$ cat src/rtl/fw_pkg.sv
package fw_pkg;

  typedef enum logic [3:0] {
    TS_RESET, TS_IDLE,
    TS_SEL_DR, TS_CAP_DR, TS_SHF_DR, TS_EX1_DR, TS_PAU_DR, TS_EX2_DR, TS_UPD_DR,
    TS_SEL_IR, TS_CAP_IR, TS_SHF_IR, TS_EX1_IR, TS_PAU_IR, TS_EX2_IR, TS_UPD_IR
  } tap_st_e;

  function automatic tap_st_e tap_next(tap_st_e s, logic m);
    case (s)
      TS_RESET:  return m ? TS_RESET  : TS_IDLE;
      TS_IDLE:   return m ? TS_SEL_DR : TS_IDLE;
      TS_SEL_DR: return m ? TS_SEL_IR : TS_CAP_DR;
      TS_CAP_DR: return m ? TS_EX1_DR : TS_SHF_DR;
      TS_SHF_DR: return m ? TS_EX1_DR : TS_SHF_DR;
      TS_EX1_DR: return m ? TS_UPD_DR : TS_PAU_DR;
      TS_PAU_DR: return m ? TS_EX2_DR : TS_PAU_DR;
      TS_EX2_DR: return m ? TS_UPD_DR : TS_SHF_DR;
      TS_UPD_DR: return m ? TS_SEL_DR : TS_IDLE;
      TS_SEL_IR: return m ? TS_RESET  : TS_CAP_IR;
      TS_CAP_IR: return m ? TS_EX1_IR : TS_SHF_IR;
      TS_SHF_IR: return m ? TS_EX1_IR : TS_SHF_IR;
      TS_EX1_IR: return m ? TS_UPD_IR : TS_PAU_IR;
      TS_PAU_IR: return m ? TS_EX2_IR : TS_PAU_IR;
      TS_EX2_IR: return m ? TS_UPD_IR : TS_SHF_IR;
      TS_UPD_IR: return m ? TS_SEL_DR : TS_IDLE;
      default:   return TS_RESET;
    endcase
  endfunction

endpackage

$ cat src/rtl/tap_state_tracker.sv
module tap_state_tracker
  import fw_pkg::*;
(
  input  logic    clk,
  input  logic    rst_n,
  input  logic    tms,
  output tap_st_e state
);

  tap_st_e st_q, st_d;

  always_comb begin
    st_d = tap_next(st_q, tms);
  end

  always_ff @(posedge clk or negedge rst_n) begin
    if (!rst_n) st_q <= TS_RESET;
    else        st_q <= st_d;
  end

  assign state = st_q;

endmodule

$ cat src/rtl/bypass_cell.sv
module bypass_cell (
  input  logic clk,
  input  logic rst_n,
  input  logic cap_dr,
  input  logic cap_ir,
  input  logic shift_en,
  input  logic din,
  output logic q
);

  logic q_q, q_d;

  always_comb begin
    q_d = q_q;
    if (cap_dr)        q_d = 1'b0;
    else if (cap_ir)   q_d = 1'b1;
    else if (shift_en) q_d = din;
  end

  always_ff @(posedge clk or negedge rst_n) begin
    if (!rst_n) q_q <= 1'b0;
    else        q_q <= q_d;
  end

  assign q = q_q;


  cap_dr_zero_chk: assert property (@(posedge clk) disable iff (!rst_n)
    $past(cap_dr) |-> !q_q);

  cap_ir_one_chk: assert property (@(posedge clk) disable iff (!rst_n)
    $past(cap_ir) |-> q_q);

  shift_follow_chk: assert property (@(posedge clk) disable iff (!rst_n)
    $past(shift_en) |-> (q_q == $past(din)));

endmodule

$ cat src/rtl/firewall_ctrl.sv
module firewall_ctrl
  import fw_pkg::*;
#(
  parameter int LVL_W     = 3,
  parameter int LOWER_LVL = 2,
  parameter int RAISE_LVL = 3
) (
  input  logic             clk,
  input  logic             rst_n,
  input  tap_st_e          state,
  input  logic             tms,
  input  logic [LVL_W-1:0] ctl_level,
  input  logic             ctl_locked,
  output logic             down,
  output logic             go,
  output logic             frozen_tms
);

  localparam logic [LVL_W-1:0] LOWER_CODE = LVL_W'(LOWER_LVL);
  localparam logic [LVL_W-1:0] RAISE_CODE = LVL_W'(RAISE_LVL);

  logic in_upd, in_rti, in_tlr, cmd_lower, cmd_raise;
  logic pend_q, pend_d, tgt_q, tgt_d, down_q, down_d, been_q, been_d;

  assign in_upd    = (state == TS_UPD_DR);
  assign in_rti    = (state == TS_IDLE);
  assign in_tlr    = (state == TS_RESET);
  assign cmd_lower = ctl_locked && (ctl_level == LOWER_CODE);
  assign cmd_raise = ctl_locked && (ctl_level == RAISE_CODE);

  always_comb begin
    pend_d = pend_q;
    tgt_d  = tgt_q;
    down_d = down_q;
    been_d = been_q;
    go     = pend_q && in_rti && !tms;
    if (go) begin
      down_d = tgt_q;
      pend_d = 1'b0;
      if (tgt_q) been_d = 1'b1;
    end
    if (in_tlr) begin
      pend_d = 1'b0;
    end else if (in_upd && (cmd_lower || cmd_raise)) begin
      pend_d = 1'b1;
      tgt_d  = cmd_lower;
    end
  end

  always_ff @(posedge clk or negedge rst_n) begin
    if (!rst_n) begin
      pend_q <= 1'b0;
      tgt_q  <= 1'b0;
      down_q <= 1'b0;
      been_q <= 1'b0;
    end else begin
      pend_q <= pend_d;
      tgt_q  <= tgt_d;
      down_q <= down_d;
      been_q <= been_d;
    end
  end

  assign down       = down_q;
  assign frozen_tms = !been_q;


  switch_point_chk: assert property (@(posedge clk) disable iff (!rst_n)
    (down_q != $past(down_q)) |-> $past(in_rti && !tms));

  tlr_discard_chk: assert property (@(posedge clk) disable iff (!rst_n)
    $past(in_tlr) |-> !pend_q);

endmodule

$ cat src/rtl/chip_scan_firewall.sv
module chip_scan_firewall
  import fw_pkg::*;
#(
  parameter int N_TAPS      = 2,
  parameter int LVL_W       = 3,
  parameter int LOWER_LVL   = 2,
  parameter int RAISE_LVL   = 3,
  parameter int SYNC_STAGES = 2
) (
  input  logic              tck,
  input  logic              trst_n,
  input  logic              tms,
  input  logic              tdi,
  input  logic [LVL_W-1:0]  ctl_level,
  input  logic              ctl_locked,
  input  logic [N_TAPS-1:0] tap_tdo,
  output logic              tdo,
  output logic [N_TAPS-1:0] tap_tdi,
  output logic [N_TAPS-1:0] tap_tms,
  output logic [N_TAPS-1:0] tap_freeze
);

  localparam int LAST = N_TAPS - 1;

  logic [SYNC_STAGES-1:0] sync_q;
  logic    rst_n;
  tap_st_e state;
  logic    byp_q, down, go, frozen_tms, pass_tms;

  always_ff @(posedge tck or negedge trst_n) begin
    if (!trst_n) sync_q <= '0;
    else         sync_q <= {sync_q[SYNC_STAGES-2:0], 1'b1};
  end
  assign rst_n = sync_q[SYNC_STAGES-1];

  tap_state_tracker u_track (
    .clk   (tck),
    .rst_n (rst_n),
    .tms   (tms),
    .state (state)
  );

  bypass_cell u_byp (
    .clk      (tck),
    .rst_n    (rst_n),
    .cap_dr   (state == TS_CAP_DR),
    .cap_ir   (state == TS_CAP_IR),
    .shift_en ((state == TS_SHF_DR) || (state == TS_SHF_IR)),
    .din      (tdi),
    .q        (byp_q)
  );

  firewall_ctrl #(
    .LVL_W     (LVL_W),
    .LOWER_LVL (LOWER_LVL),
    .RAISE_LVL (RAISE_LVL)
  ) u_ctrl (
    .clk        (tck),
    .rst_n      (rst_n),
    .state      (state),
    .tms        (tms),
    .ctl_level  (ctl_level),
    .ctl_locked (ctl_locked),
    .down       (down),
    .go         (go),
    .frozen_tms (frozen_tms)
  );

  assign pass_tms = down || go;

  for (genvar i = 0; i < N_TAPS; i++) begin : g_tap
    if (i == 0) begin : g_head
      assign tap_tdi[i] = tdi;
    end else begin : g_link
      assign tap_tdi[i] = tap_tdo[i-1];
    end
    assign tap_tms[i]    = pass_tms ? tms : frozen_tms;
    assign tap_freeze[i] = !down;
  end

  assign tdo = down ? tap_tdo[LAST] : byp_q;


  frozen_hold_chk: assert property (@(posedge tck) disable iff (!rst_n)
    ($past(!down && !go) && !down && !go) |-> $stable(tap_tms));

endmodule

$ cat config.mk
export PLATFORM = sky130hd
export DESIGN_NAME = chip_scan_firewall
export DESIGN_NICKNAME = d
export VERILOG_FILES = /design/src/rtl/fw_pkg.sv /design/src/rtl/tap_state_tracker.sv /design/src/rtl/bypass_cell.sv /design/src/rtl/firewall_ctrl.sv /design/src/rtl/chip_scan_firewall.sv
export SDC_FILE = /design/constraint.sdc
export NUM_CORES = 1
export LEC_CHECK = 0
export CAP_MARGIN = 30
export CORE_MARGIN = 2
export CORE_UTILIZATION = 39
export CTS_CLUSTER_SIZE = 16
export DETAILED_ROUTE_END_ITERATION = 12
export DONT_BUFFER_PORTS = 1
export PLACE_DENSITY = 0.51
export SKIP_LAST_GASP = 1
export SLEW_MARGIN = 15
export SYNTH_ARGS = -nofsm -noshare
export SYNTH_HDL_FRONTEND = slang
export SYNTH_HIERARCHICAL = 1
export SYNTH_SLANG_ARGS = --single-unit
$ cat constraint.sdc
create_clock -name tck -period 2.65 [get_ports tck]
set_input_delay 0.265 -clock tck [delete_from_list [all_inputs] [get_ports tck]]
set_output_delay 0.265 -clock tck [all_outputs]
set_load 0.01 [all_outputs]
==> impl_metrics.csv <==
group,metric,value,unit
run_status,result_of_the_run,"finished, final reports clean",
setup_path,path_buf_inv,0,
power_and_ir_drop,net-switching-power,0.3483,mW
synth,post-synth-top-count-cell,"dfrtp_1",
placement,numPlacedInstances,92,
clock_tree,clkSinkCount,11,
power_and_ir_drop,intPower,0.4716,mW
synth,netlist_area_before_placement,713.2,um^2
synth,synthesis.yosys.warnings,6,
clock_tree,tritoncts,"yes",
die,ios,17,
placement,port_buffers,0,
timing,tightest_slew,568.5,ps
global_routing,first_global_vias,442,
global_routing,grt_pass1_wl,1938,um
setup_path,worst-r2r-cell-count,4,
detailed_routing,drt_first_pass_iters,4,
timing,finClkSkew,2.877,ps
setup_path,critical_path.max_stage_delay,610,ps
die,initial_core_util,0.4130,
timing,timing_max_transition_violations_final,0,
synth,synth_edf_count,0,
synth,synthFlopType,"dfrtp_1",
setup_path,critical_path_cell_count,4,
synth,synthesis.nets,83,
timing,unrepaired_setup_endpoints_after_global_routing,"no",
layout,final_nets,83,
setup_path,cp.arrival,1760,ps
global_routing,grt_overflow,0,
run,max_cap_violations,0,
synth,ys_types,36,
detailed_routing,finalWirelength,1219,um
die,die_width,46.77,um
detailed_routing,post_drt_wl_per_cell,12.57,um
clock_tree,h-tree-depth,1,
die,core-area,1727,um^2
timing,final.period_utilization,0.7640,
clock_tree,post_cts_hold_buffer_count,1,
synth,sequential_element_share_of_the_synthesized_area,0.3860,
setup_path,worstSetupEndpoint,"tap_tms[1]",
clock_tree,clk_pin_slew_worst_paths,70,ps
timing,hold_viol,0,
setup_path,critical_path.startpoint_type,"register",
timing,slew-limit-headroom,0.6210,
setup_path,critPathTopFamily,"flip-flops",
synth,synth_common_cells,"11 x dfrtp_1, 6 x a21oi_1, 6 x buf_4, 6 x inv_1, 4 x nand2_1",
layout,diodes,0,
setup_path,r2r_setup_slack,1010,ps
synth,synth.largest_area_cell,"dfrtp_1",
placement,detailed_place_hpwl,799.1,um
min_path,timing.hold.worst.class,"primary input to register",
detailed_routing,drc,0,
power_and_ir_drop,power.share.combinational,0.423,
placement,gp_routability_congestion,0.7061,
layout,final_core_util,0.4225,
die,area_enclosed_by_the_die_boundary,2187,um^2
setup_path,timing.critical_path.fanout_max,15,
die,fp.dieH,46.77,um
clock_tree,cts_made_buffers,3,
global_routing,grt_start_max_net_pins,21,
power_and_ir_drop,switching_share,0.4248,
power_and_ir_drop,p_clk_frac,0.136,
timing,finalSetupViolations,0,
clock_tree,cts.path.max_buffers,2,
setup_path,crit-reg2reg-capture,"u_byp/q",
setup_path,master_of_the_slowest_instance_on_the_critical_path,"dfrtp_1",
power_and_ir_drop,finalPower,0.8199,mW
setup_path,crit_path_cell_trace,"nand4bb_1 > nor3_2 > nor2_1 > mux2_1",
synth,syn_inst,73,
synth,synth_seq_cells,11,
timing,finalCriticalPeriod,2025,ps
clock_tree,clock-root-buffer,"clkbuf_4",
synth,synth.top_cells.by_area,"dfrtp_1 39%, buf_4 6.3%, a21oi_1 4.2%, inv_1 3.2%, mux2_1 3.2%",
clock_tree,ctsResizeCount,0,
global_routing,grt_antenna_before_repair,0,
detailed_routing,vias,503,
layout,syn2layout_area_growth,2.281,%
clock_tree,clk_latency,260,ps
detailed_routing,drt_first_iter_violations,8,
power_and_ir_drop,part_of_the_total_power_dissipated_in_sequential_elements,0.441,
setup_path,critPathCaptureType,"primary output",
synth,avgSynthCellArea,9.770,um^2
power_and_ir_drop,power.static_leakage,0.3184,nW
timing,fmax,493.9,MHz
power_and_ir_drop,ir_drop,0.0004481,V
layout,final_cell_count_no_fill,97,
setup_path,setup.worst_path.start,"u_track/state[0]",
detailed_routing,routed_via_density,5.186,
detailed_routing,ant_nets,0,
die,std_cell_rows,15,
setup_path,timing.critical_path.required,2380,ps
timing,hold_slack,89.10,ps
global_routing,globalRouteTotalUtil,0.1267,
setup_path,worstSetupPathType,"register to primary output",
timing,setup-tns-final,0,ps
synth,synthArstFlopShare,1.000,
setup_path,rr_startpoint,"u_track/state[1]",
power_and_ir_drop,cellPowerDensity,1124,nW/um^2
synth,proportion_of_netlist_area_held_by_the_largest_area_contributor,0.3860,
layout,final_layout_size_suffix_gt1_frac,0.1528,
clock_tree,post-cts-setup-buffers,0,
## state kept, by name, summed over array words and instances (netlist names)
| name | count |
|---|---|
| sync_q | 2 |
| u_byp/q | 1 |
| u_ctrl/been_q | 1 |
| u_ctrl/down | 1 |
| u_ctrl/pend_q | 1 |
| u_ctrl/tgt_q | 1 |
| u_track/state | 4 |
## through the flow
stage	area [um^2]	setup slack, ps
final	729.5	625.4
after global routing	729.5	524.8
after CTS	729.5	610.9
after detailed placement	693.2	915.6
after global placement	693.2	961.0
after floorplan	713.2	956.1
## per-layer routing
layer / GRT usage / vias to the layer above / part of all wire
met5: 0 / - / 0
met4: 0.03889 / 0 / 0.0057
met3: 0.05769 / 2 / 0.062
met2: 0.1836 / 14 / 0.41
met1: 0.1699 / 231 / 0.52
li1: - / 256 / -
## power by group through the flow
stage	logic [mW]	registers, mW	clock network [mW]
after floorplan	0.369	0.319	0
after global placement	0.345	0.365	0
after detailed placement	0.343	0.367	0
after CTS	0.348	0.362	0.119
after global routing	0.394	0.379	0.129
final	0.347	0.362	0.111
## logic make-up after synthesis
group           Yosys count  share of synthesized area
compound gates           18                     0.1632
mux                       5                    0.07544
other cells               1                   0.005258
simple gates             25                     0.2562
buf+inv                  13                     0.1140
flops                    11                     0.3860
## final cells by class
| class | count | area [um^2] |
|---|---|---|
| Sequential cell | 11 | 275.3 |
| Tap cell | 25 | 31.28 |
| Timing Repair Buffer | 2 | 17.52 |
| Fill cell | 196 | 997.2 |
| Inverter | 6 | 22.52 |
| Multi-Input combinational cell | 49 | 356.6 |
| Clock buffer | 4 | 26.28 |
## cell usage in the layout (no fill, tap or decap), drive strengths merged, types with 2 or more instances in the layout
| cell | synthesis | layout |
|---|---|---|
| and2b | 2 | 2 |
| inv | 6 | 6 |
| o21ai | 4 | 4 |
| dfrtp | 11 | 11 |
| nor3 | 3 | 3 |
| mux2i | 2 | 2 |
| nand4b | 2 | 2 |
| mux2 | 3 | 3 |
| nor4bb | 2 | 2 |
| nor2 | 2 | 2 |
| nand2 | 4 | 4 |
| clkbuf | 1 | 4 |
| a21oi | 6 | 6 |
## worst register-to-register path, cell delays in order, from the launching register on
cell	delay (ps)
dfrtp_1	590
or4b_1	590
nand2_1	90
mux2i_1	180
a21oi_1	80
## worst min-delay path by stage
stage                      start                to  slack [ps]  depth (start not counted)
CTS                 ctl_level[0]      u_ctrl/tgt_q          80                          1
finish                       tms  u_track/state[0]          90                          1
global placement          trst_n         sync_q[0]         -30                          0
detailed placement        trst_n         sync_q[1]         -30                          0
global route        ctl_level[0]      u_ctrl/tgt_q          70                          1
floorplan                 trst_n         sync_q[0]         -30                          0
No activity file was read; power rests on OpenSTA's default activity.
